--- src/rtl/fsl_pkg.sv ---
package fsl_pkg;
  typedef enum logic {
    MODE_SEMI = 1'b0,
    MODE_AUTO = 1'b1
  } op_mode_e;

  localparam int FLAG_FAIL_BIT = 0;
  localparam int FLAG_OVR_BIT  = 1;
endpackage

--- src/rtl/fsl_sector_counter.sv ---
module fsl_sector_counter #(
  parameter int SEC_W = 16
) (
  input  logic             clk,
  input  logic             rst,
  input  logic             block_start,
  input  logic             sector_done,
  input  logic [SEC_W-1:0] preload,
  output logic [SEC_W-1:0] cnt
);
  localparam logic [SEC_W-1:0] ONE = SEC_W'(1);

  logic at_last;
  assign at_last = (preload != '0) && (cnt == preload - ONE);

  always_ff @(posedge clk) begin
    if (rst)              cnt <= '0;
    else if (block_start) cnt <= '0;
    else if (sector_done) cnt <= at_last ? '0 : cnt + ONE;
  end


  wrap_to_zero_chk: assert property (@(posedge clk) disable iff (rst)
    (sector_done && !block_start && preload != '0 && cnt == preload - ONE) |=> cnt == '0);


  start_clears_chk: assert property (@(posedge clk) disable iff (rst)
    block_start |=> cnt == '0);
endmodule

--- src/rtl/fsl_capture_ctrl.sv ---
module fsl_capture_ctrl
  import fsl_pkg::*;
#(
  parameter int SEC_W = 16
) (
  input  logic             clk,
  input  logic             rst,
  input  op_mode_e         mode,
  input  logic             sector_done,
  input  logic             sig_mismatch,
  input  logic [SEC_W-1:0] cnt,
  input  logic             secid_rd,
  input  logic             clr_fail,
  input  logic             clr_ovr,
  output logic [SEC_W-1:0] secid,
  output logic             fail_irq,
  output logic             ovr_irq
);
  logic frozen, rd_seen, clr_seen;
  logic rd_ok, clr_ok, release_now, open_now, auto_m, take, lost;

  always_comb begin
    auto_m      = (mode == MODE_AUTO);
    rd_ok       = rd_seen | secid_rd;
    clr_ok      = clr_seen | clr_fail;
    release_now = frozen & rd_ok & clr_ok;
    open_now    = ~frozen | release_now;
    take        = auto_m & sig_mismatch & open_now;
    lost        = auto_m & sig_mismatch & ~open_now;
  end

  always_ff @(posedge clk) begin
    if (rst) begin
      secid    <= '0;
      frozen   <= 1'b0;
      rd_seen  <= 1'b0;
      clr_seen <= 1'b0;
      fail_irq <= 1'b0;
      ovr_irq  <= 1'b0;
    end else begin
      if (take)                        secid <= cnt;
      else if (!auto_m && sector_done) secid <= cnt;

      if (take)             frozen <= 1'b1;
      else if (release_now) frozen <= 1'b0;

      if (take || release_now)       rd_seen <= 1'b0;
      else if (frozen && secid_rd)   rd_seen <= 1'b1;

      if (take || release_now)       clr_seen <= 1'b0;
      else if (frozen && clr_fail)   clr_seen <= 1'b1;

      if (take)          fail_irq <= 1'b1;
      else if (clr_fail) fail_irq <= 1'b0;

      if (lost)         ovr_irq <= 1'b1;
      else if (clr_ovr) ovr_irq <= 1'b0;
    end
  end


  capture_chk: assert property (@(posedge clk) disable iff (rst)
    (auto_m && sig_mismatch && !frozen) |=> (fail_irq && secid == $past(cnt)));


  frozen_hold_chk: assert property (@(posedge clk) disable iff (rst)
    (auto_m && sig_mismatch && frozen && !(rd_ok && clr_ok)) |=> ($stable(secid) && ovr_irq));


  fresh_fail_chk: assert property (@(posedge clk) disable iff (rst)
    (auto_m && sig_mismatch && frozen && rd_ok && clr_ok && !ovr_irq && !clr_ovr)
      |=> (fail_irq && !ovr_irq));


  semi_quiet_chk: assert property (@(posedge clk) disable iff (rst)
    (!auto_m && !fail_irq && !ovr_irq) |=> (!fail_irq && !ovr_irq));


  ovr_clear_chk: assert property (@(posedge clk) disable iff (rst)
    (clr_ovr && !(auto_m && sig_mismatch && frozen)) |=> !ovr_irq);
endmodule

--- src/rtl/fail_sector_logger.sv ---
module fail_sector_logger
  import fsl_pkg::*;
#(
  parameter int SEC_W = 16,
  parameter int BUS_W = 32
) (
  input  logic             clk,
  input  logic             rst,
  input  logic             mode,
  input  logic             block_start,
  input  logic             sector_done,
  input  logic             sig_mismatch,
  input  logic             preload_wr,
  input  logic [BUS_W-1:0] preload_wdata,
  output logic [BUS_W-1:0] preload_rdata,
  input  logic             secid_rd,
  input  logic             flag_clr_wr,
  input  logic [1:0]       flag_clr_data,
  output logic [BUS_W-1:0] secid_rdata,
  output logic             fail_irq,
  output logic             ovr_irq
);
  localparam int PAD_W = BUS_W - SEC_W;

  logic [SEC_W-1:0] preload, cnt, secid;
  logic clr_fail, clr_ovr;

  always_ff @(posedge clk) begin
    if (rst)             preload <= '0;
    else if (preload_wr) preload <= preload_wdata[SEC_W-1:0];
  end

  assign clr_fail      = flag_clr_wr & flag_clr_data[FLAG_FAIL_BIT];
  assign clr_ovr       = flag_clr_wr & flag_clr_data[FLAG_OVR_BIT];
  assign preload_rdata = {{PAD_W{1'b0}}, preload};
  assign secid_rdata   = {{PAD_W{1'b0}}, secid};

  fsl_sector_counter #(.SEC_W(SEC_W)) cnt_i (
    .clk         (clk),
    .rst         (rst),
    .block_start (block_start),
    .sector_done (sector_done),
    .preload     (preload),
    .cnt         (cnt)
  );

  fsl_capture_ctrl #(.SEC_W(SEC_W)) ctrl_i (
    .clk          (clk),
    .rst          (rst),
    .mode         (op_mode_e'(mode)),
    .sector_done  (sector_done),
    .sig_mismatch (sig_mismatch),
    .cnt          (cnt),
    .secid_rd     (secid_rd),
    .clr_fail     (clr_fail),
    .clr_ovr      (clr_ovr),
    .secid        (secid),
    .fail_irq     (fail_irq),
    .ovr_irq      (ovr_irq)
  );


  preload_hold_chk: assert property (@(posedge clk) disable iff (rst)
    !preload_wr |=> $stable(preload_rdata));
endmodule

--- config.mk ---
export PLATFORM = sky130hd
export DESIGN_NAME = fail_sector_logger
export DESIGN_NICKNAME = d
export VERILOG_FILES = /design/src/rtl/fsl_pkg.sv /design/src/rtl/fsl_sector_counter.sv /design/src/rtl/fsl_capture_ctrl.sv /design/src/rtl/fail_sector_logger.sv
export SDC_FILE = /design/constraint.sdc
export NUM_CORES = 1
export LEC_CHECK = 0
export ABC_AREA = 0
export BUFFER_PORTS_ARGS = -buffer_cell sky130_fd_sc_hd__buf_2
export CAP_MARGIN = 10
export CORE_ASPECT_RATIO = 0.6
export CORE_MARGIN = 1
export CORE_UTILIZATION = 49
export DETAILED_ROUTE_END_ITERATION = 16
export HOLD_SLACK_MARGIN = 0.06
export PLACE_DENSITY_LB_ADDON = 0.3
export SYNTH_ARGS = -nofsm -noshare
export SYNTH_HDL_FRONTEND = slang
export SYNTH_SLANG_ARGS = --single-unit
--- constraint.sdc ---
create_clock -name clk -period 3.6 [get_ports clk]
set_input_delay 0.72 -clock clk [delete_from_list [all_inputs] [get_ports clk]]
set_output_delay 0.72 -clock clk [all_outputs]
set_load 0.03 [all_outputs]
==> flow_summary.yaml <==
outcome:
  outcome: "finished clean"
grt:
  grt_max_degree: 39
  track_usage_pct: 18.7
  grt-ovfl-total: 0
  grt_pass1_vias: 1836
  antenna_found_initial: 0
  grt_first_pass_wirelength_microns: 8910
yosys:
  ys.warnings.count: 0
  synth.most_common_cell: "nor2_1"
  seq_area_frac_synth_pct: 36.5
  synthFlopType: "dfxtp_1"
  syn_inst: 329
  synth.largest_area_cell: "dfxtp_1"
  syn_avg_cell_area_sq_um: 8.85
  synth_top_area_share_pct: 36.5
  ys_top_cells_by_area: "dfxtp_1 (36%), mux2i_1 (11%), buf_4 (8.3%)"
  synth_cell_types: 50
  synth_common_cells: "nor2_1 (54), dfxtp_1 (53), buf_4 (32)"
  syn_area_sq_um: 2910
  async_reset_ff_share_pct: 0
  synth_edf_count: 0
  yosys_register_bits: 53
place:
  dp_hpwl_microns: 4310
  routabilityCongestion: 0.879
  io_buffers: 60
  dpl_worst_slack_ns: 0.877
die:
  die_area_sq_um: 6260
  start_util_pct: 51.5
  ios: 109
  die_h_microns: 61.7
  die_w_microns: 101
  rows: 21
  core_area_sq_um: 5650
cts:
  cts_buffers: 5
  ctsLongestPathBuffers: 2
  root_buffer: "clkbuf_8"
  cts_sinks: 53
  path_clk_slew_ns: 0.10
  cts_htree_levels: 2
  post-cts-setup-buffers: 0
  ctsHoldBuffers: 0
  cts.repair.resized: 0
  cts_tree: "yes"
  worstSkewPairLatency_ns: 0.31
routing:
  met2_length_microns: 2360
  viasPerCell: 4.98
  wirelength_met1_microns: 2910
  first_pass_iters: 4
  wl_per_cell_microns: 12.4
  top_layer: "met4"
  vias: 2284
  drt_iter0_markers: 67
  drt_wl_total_microns: 5690
  dr_wl_met3_microns: 368
  drc: 0
  drtAntennaViolNets: 0
worst_setup_path:
  reg2reg_slack_ns: 0.82
  r2r_start: "preload[0]$_SDFFE_PP0P_"
  cpLargestDelayFamily: "simple AND/OR/NAND/NOR gates"
  r2r_end: "cnt_i.cnt[6]$_SDFFE_PP0P_"
  worstPathArrival_ns: 2.97
  crit_path_top_delay_cell: "or4_4"
  critPathLaunchType: "register"
  crit_buf_inv: 2
  crit_fanout: 14
  critPathCaptureType: "register"
  rr_worst_depth: 9
  crit_type: "register to register"
  required_ns: 3.79
  crit_path_max_incr_delay_ns: 0.55
  path_cells: "inv_1 > ha_1 > nor3b_4 > nand2_2 > a211o_1 > or4_4 > o41ai_4 > buf_4 > nor3_1"
worst_hold_path:
  hold_path_class: "register to register"
  hp-start: "ctrl_i.clr_seen$_SDFFE_PP0P_"
  hold_end: "ctrl_i.clr_seen$_SDFFE_PP0P_"
  holdPathStages: 2
power_and_ir_drop:
  powerDensity_nw_per_um2: 397
  irDropWorstVdd_uv: 177
  p_leak_nw: 1.46
job:
  drv_cap: 0
timing:
  setup_tns_ns: 0
  fin_ws_ns: 0.820
  finalHoldViolCount: 0
  fin_worst_hold_slack_ns: 0.496
  slew_headroom_pct: 38.3
  min_period_ns: 2.78
  clock-skew-final_ns: 0.00739
  worst_slew_pin_slew_ns: 0.926
  timing.final.crit_share_pct: 77.2
  setup_viol: 0
  drv_slew: 0
  fmax_mhz: 360
  grt_setup_unrepaired: "false"
cells_and_area:
  nets: 424
  drive_gt1_share_pct: 23.0
  antenna_cells: 0
  syn2layout_area_growth_pct: 10.5
routing by layer:
layer	GRT usage, %	up-vias
met3	4.03	7
met2	29.3	72
met1	26.4	1038
met4	5.59	0
li1	-	1167
met5	0	-
through the flow:
| step | total power [mW] | util (%) | area, sq um | instances |
|---|---|---|---|---|
| 6_report | 1.28 | 56.9 | 3220 | 459 |
| 3_3_place_gp | 0.871 | 54.9 | 3100 | 451 |
| 4_1_cts | 1.28 | 56.9 | 3220 | 459 |
| 2_1_floorplan | 0.853 | - | 3030 | 360 |
| 3_5_place_dp | 0.875 | 54.9 | 3100 | 451 |
| 5_1_grt | 1.33 | 56.9 | 3220 | 459 |
where the power goes:
group / internal [mW] / total (mW) / switching, mW
Sequential: 0.600 / 0.623 / 0.0233
Combinational: 0.0798 / 0.239 / 0.160
Clock: 0.208 / 0.413 / 0.205
worst max path at each step:
stage / startpoint / end / slack (ns) / cells after the start
CTS: preload[0]$_SDFFE_PP0P_ / cnt_i.cnt[6]$_SDFFE_PP0P_ / 0.85 / 9
floorplan: preload[0]$_SDFFE_PP0P_ / cnt_i.cnt[5]$_SDFFE_PP0P_ / 0.80 / 9
finish: preload[0]$_SDFFE_PP0P_ / cnt_i.cnt[6]$_SDFFE_PP0P_ / 0.82 / 9
detailed placement: preload[0]$_SDFFE_PP0P_ / cnt_i.cnt[6]$_SDFFE_PP0P_ / 0.88 / 9
global route: preload[2]$_SDFFE_PP0P_ / cnt_i.cnt[6]$_SDFFE_PP0P_ / 0.66 / 7
global placement: preload[0]$_SDFFE_PP0P_ / cnt_i.cnt[6]$_SDFFE_PP0P_ / 0.92 / 9
sequential cells by signal, summed over array words and instances, names as in the netlist:
signal,flops
cnt_i.cnt,16
ctrl_i.secid,16
preload,16
ctrl_i.clr_seen,1
ctrl_i.fail_irq,1
ctrl_i.frozen,1
ctrl_i.ovr_irq,1
ctrl_i.rd_seen,1
layout by cell type, fill, tap and decap left out, types with 2 or more instances in the layout:
cell	n
nor3_1	8
a211oi_1	2
nand2_1	11
conb_1	32
and4_1	2
nor2_1	54
clkbuf_8	5
xnor2_1	15
nand3_1	7
buf_2	60
mux2i_1	31
ha_1	3
o21a_1	4
nand3b_1	2
or2_2	2
dfxtp_1	53
a21oi_1	10
inv_1	6
xor2_1	14
o21ai_0	2
nor2_2	10
a22oi_1	2
and3_1	4
nand4_1	10
nor4_1	2
a31oi_1	3
cell families (layout without fill, tap and decap cells):
logic type	count (synthesis)	after routing	share of synthesized area, %
AO/OA/AOI/OAI	35	35	8.86
XOR/XNOR	29	29	8.73
multiplexers	31	31	10.7
AND/OR/NAND/NOR	121	121	21.6
adder cells (fa/ha/maj)	3	3	1.29
other	1	32	0.129
buffers and inverters	56	75	12.3
flip-flops	53	53	36.5
layout make-up:
class / count / area, sq um
multi-input cells: 251 / 1610
fillers: 508 / 2430
inverters: 6 / 22.5
clock inverters: 3 / 46.3
repair buffers: 61 / 308
clock buffers: 5 / 68.8
flip-flops and latches: 53 / 1060
well taps: 80 / 100
worst min-delay path, cell delays in order, from the launching register on:
cell     delay [ns]
dfxtp_1        0.34
a21oi_1        0.06
nor2_1         0.07
Note: power is estimated with default switching activity, not from simulation.
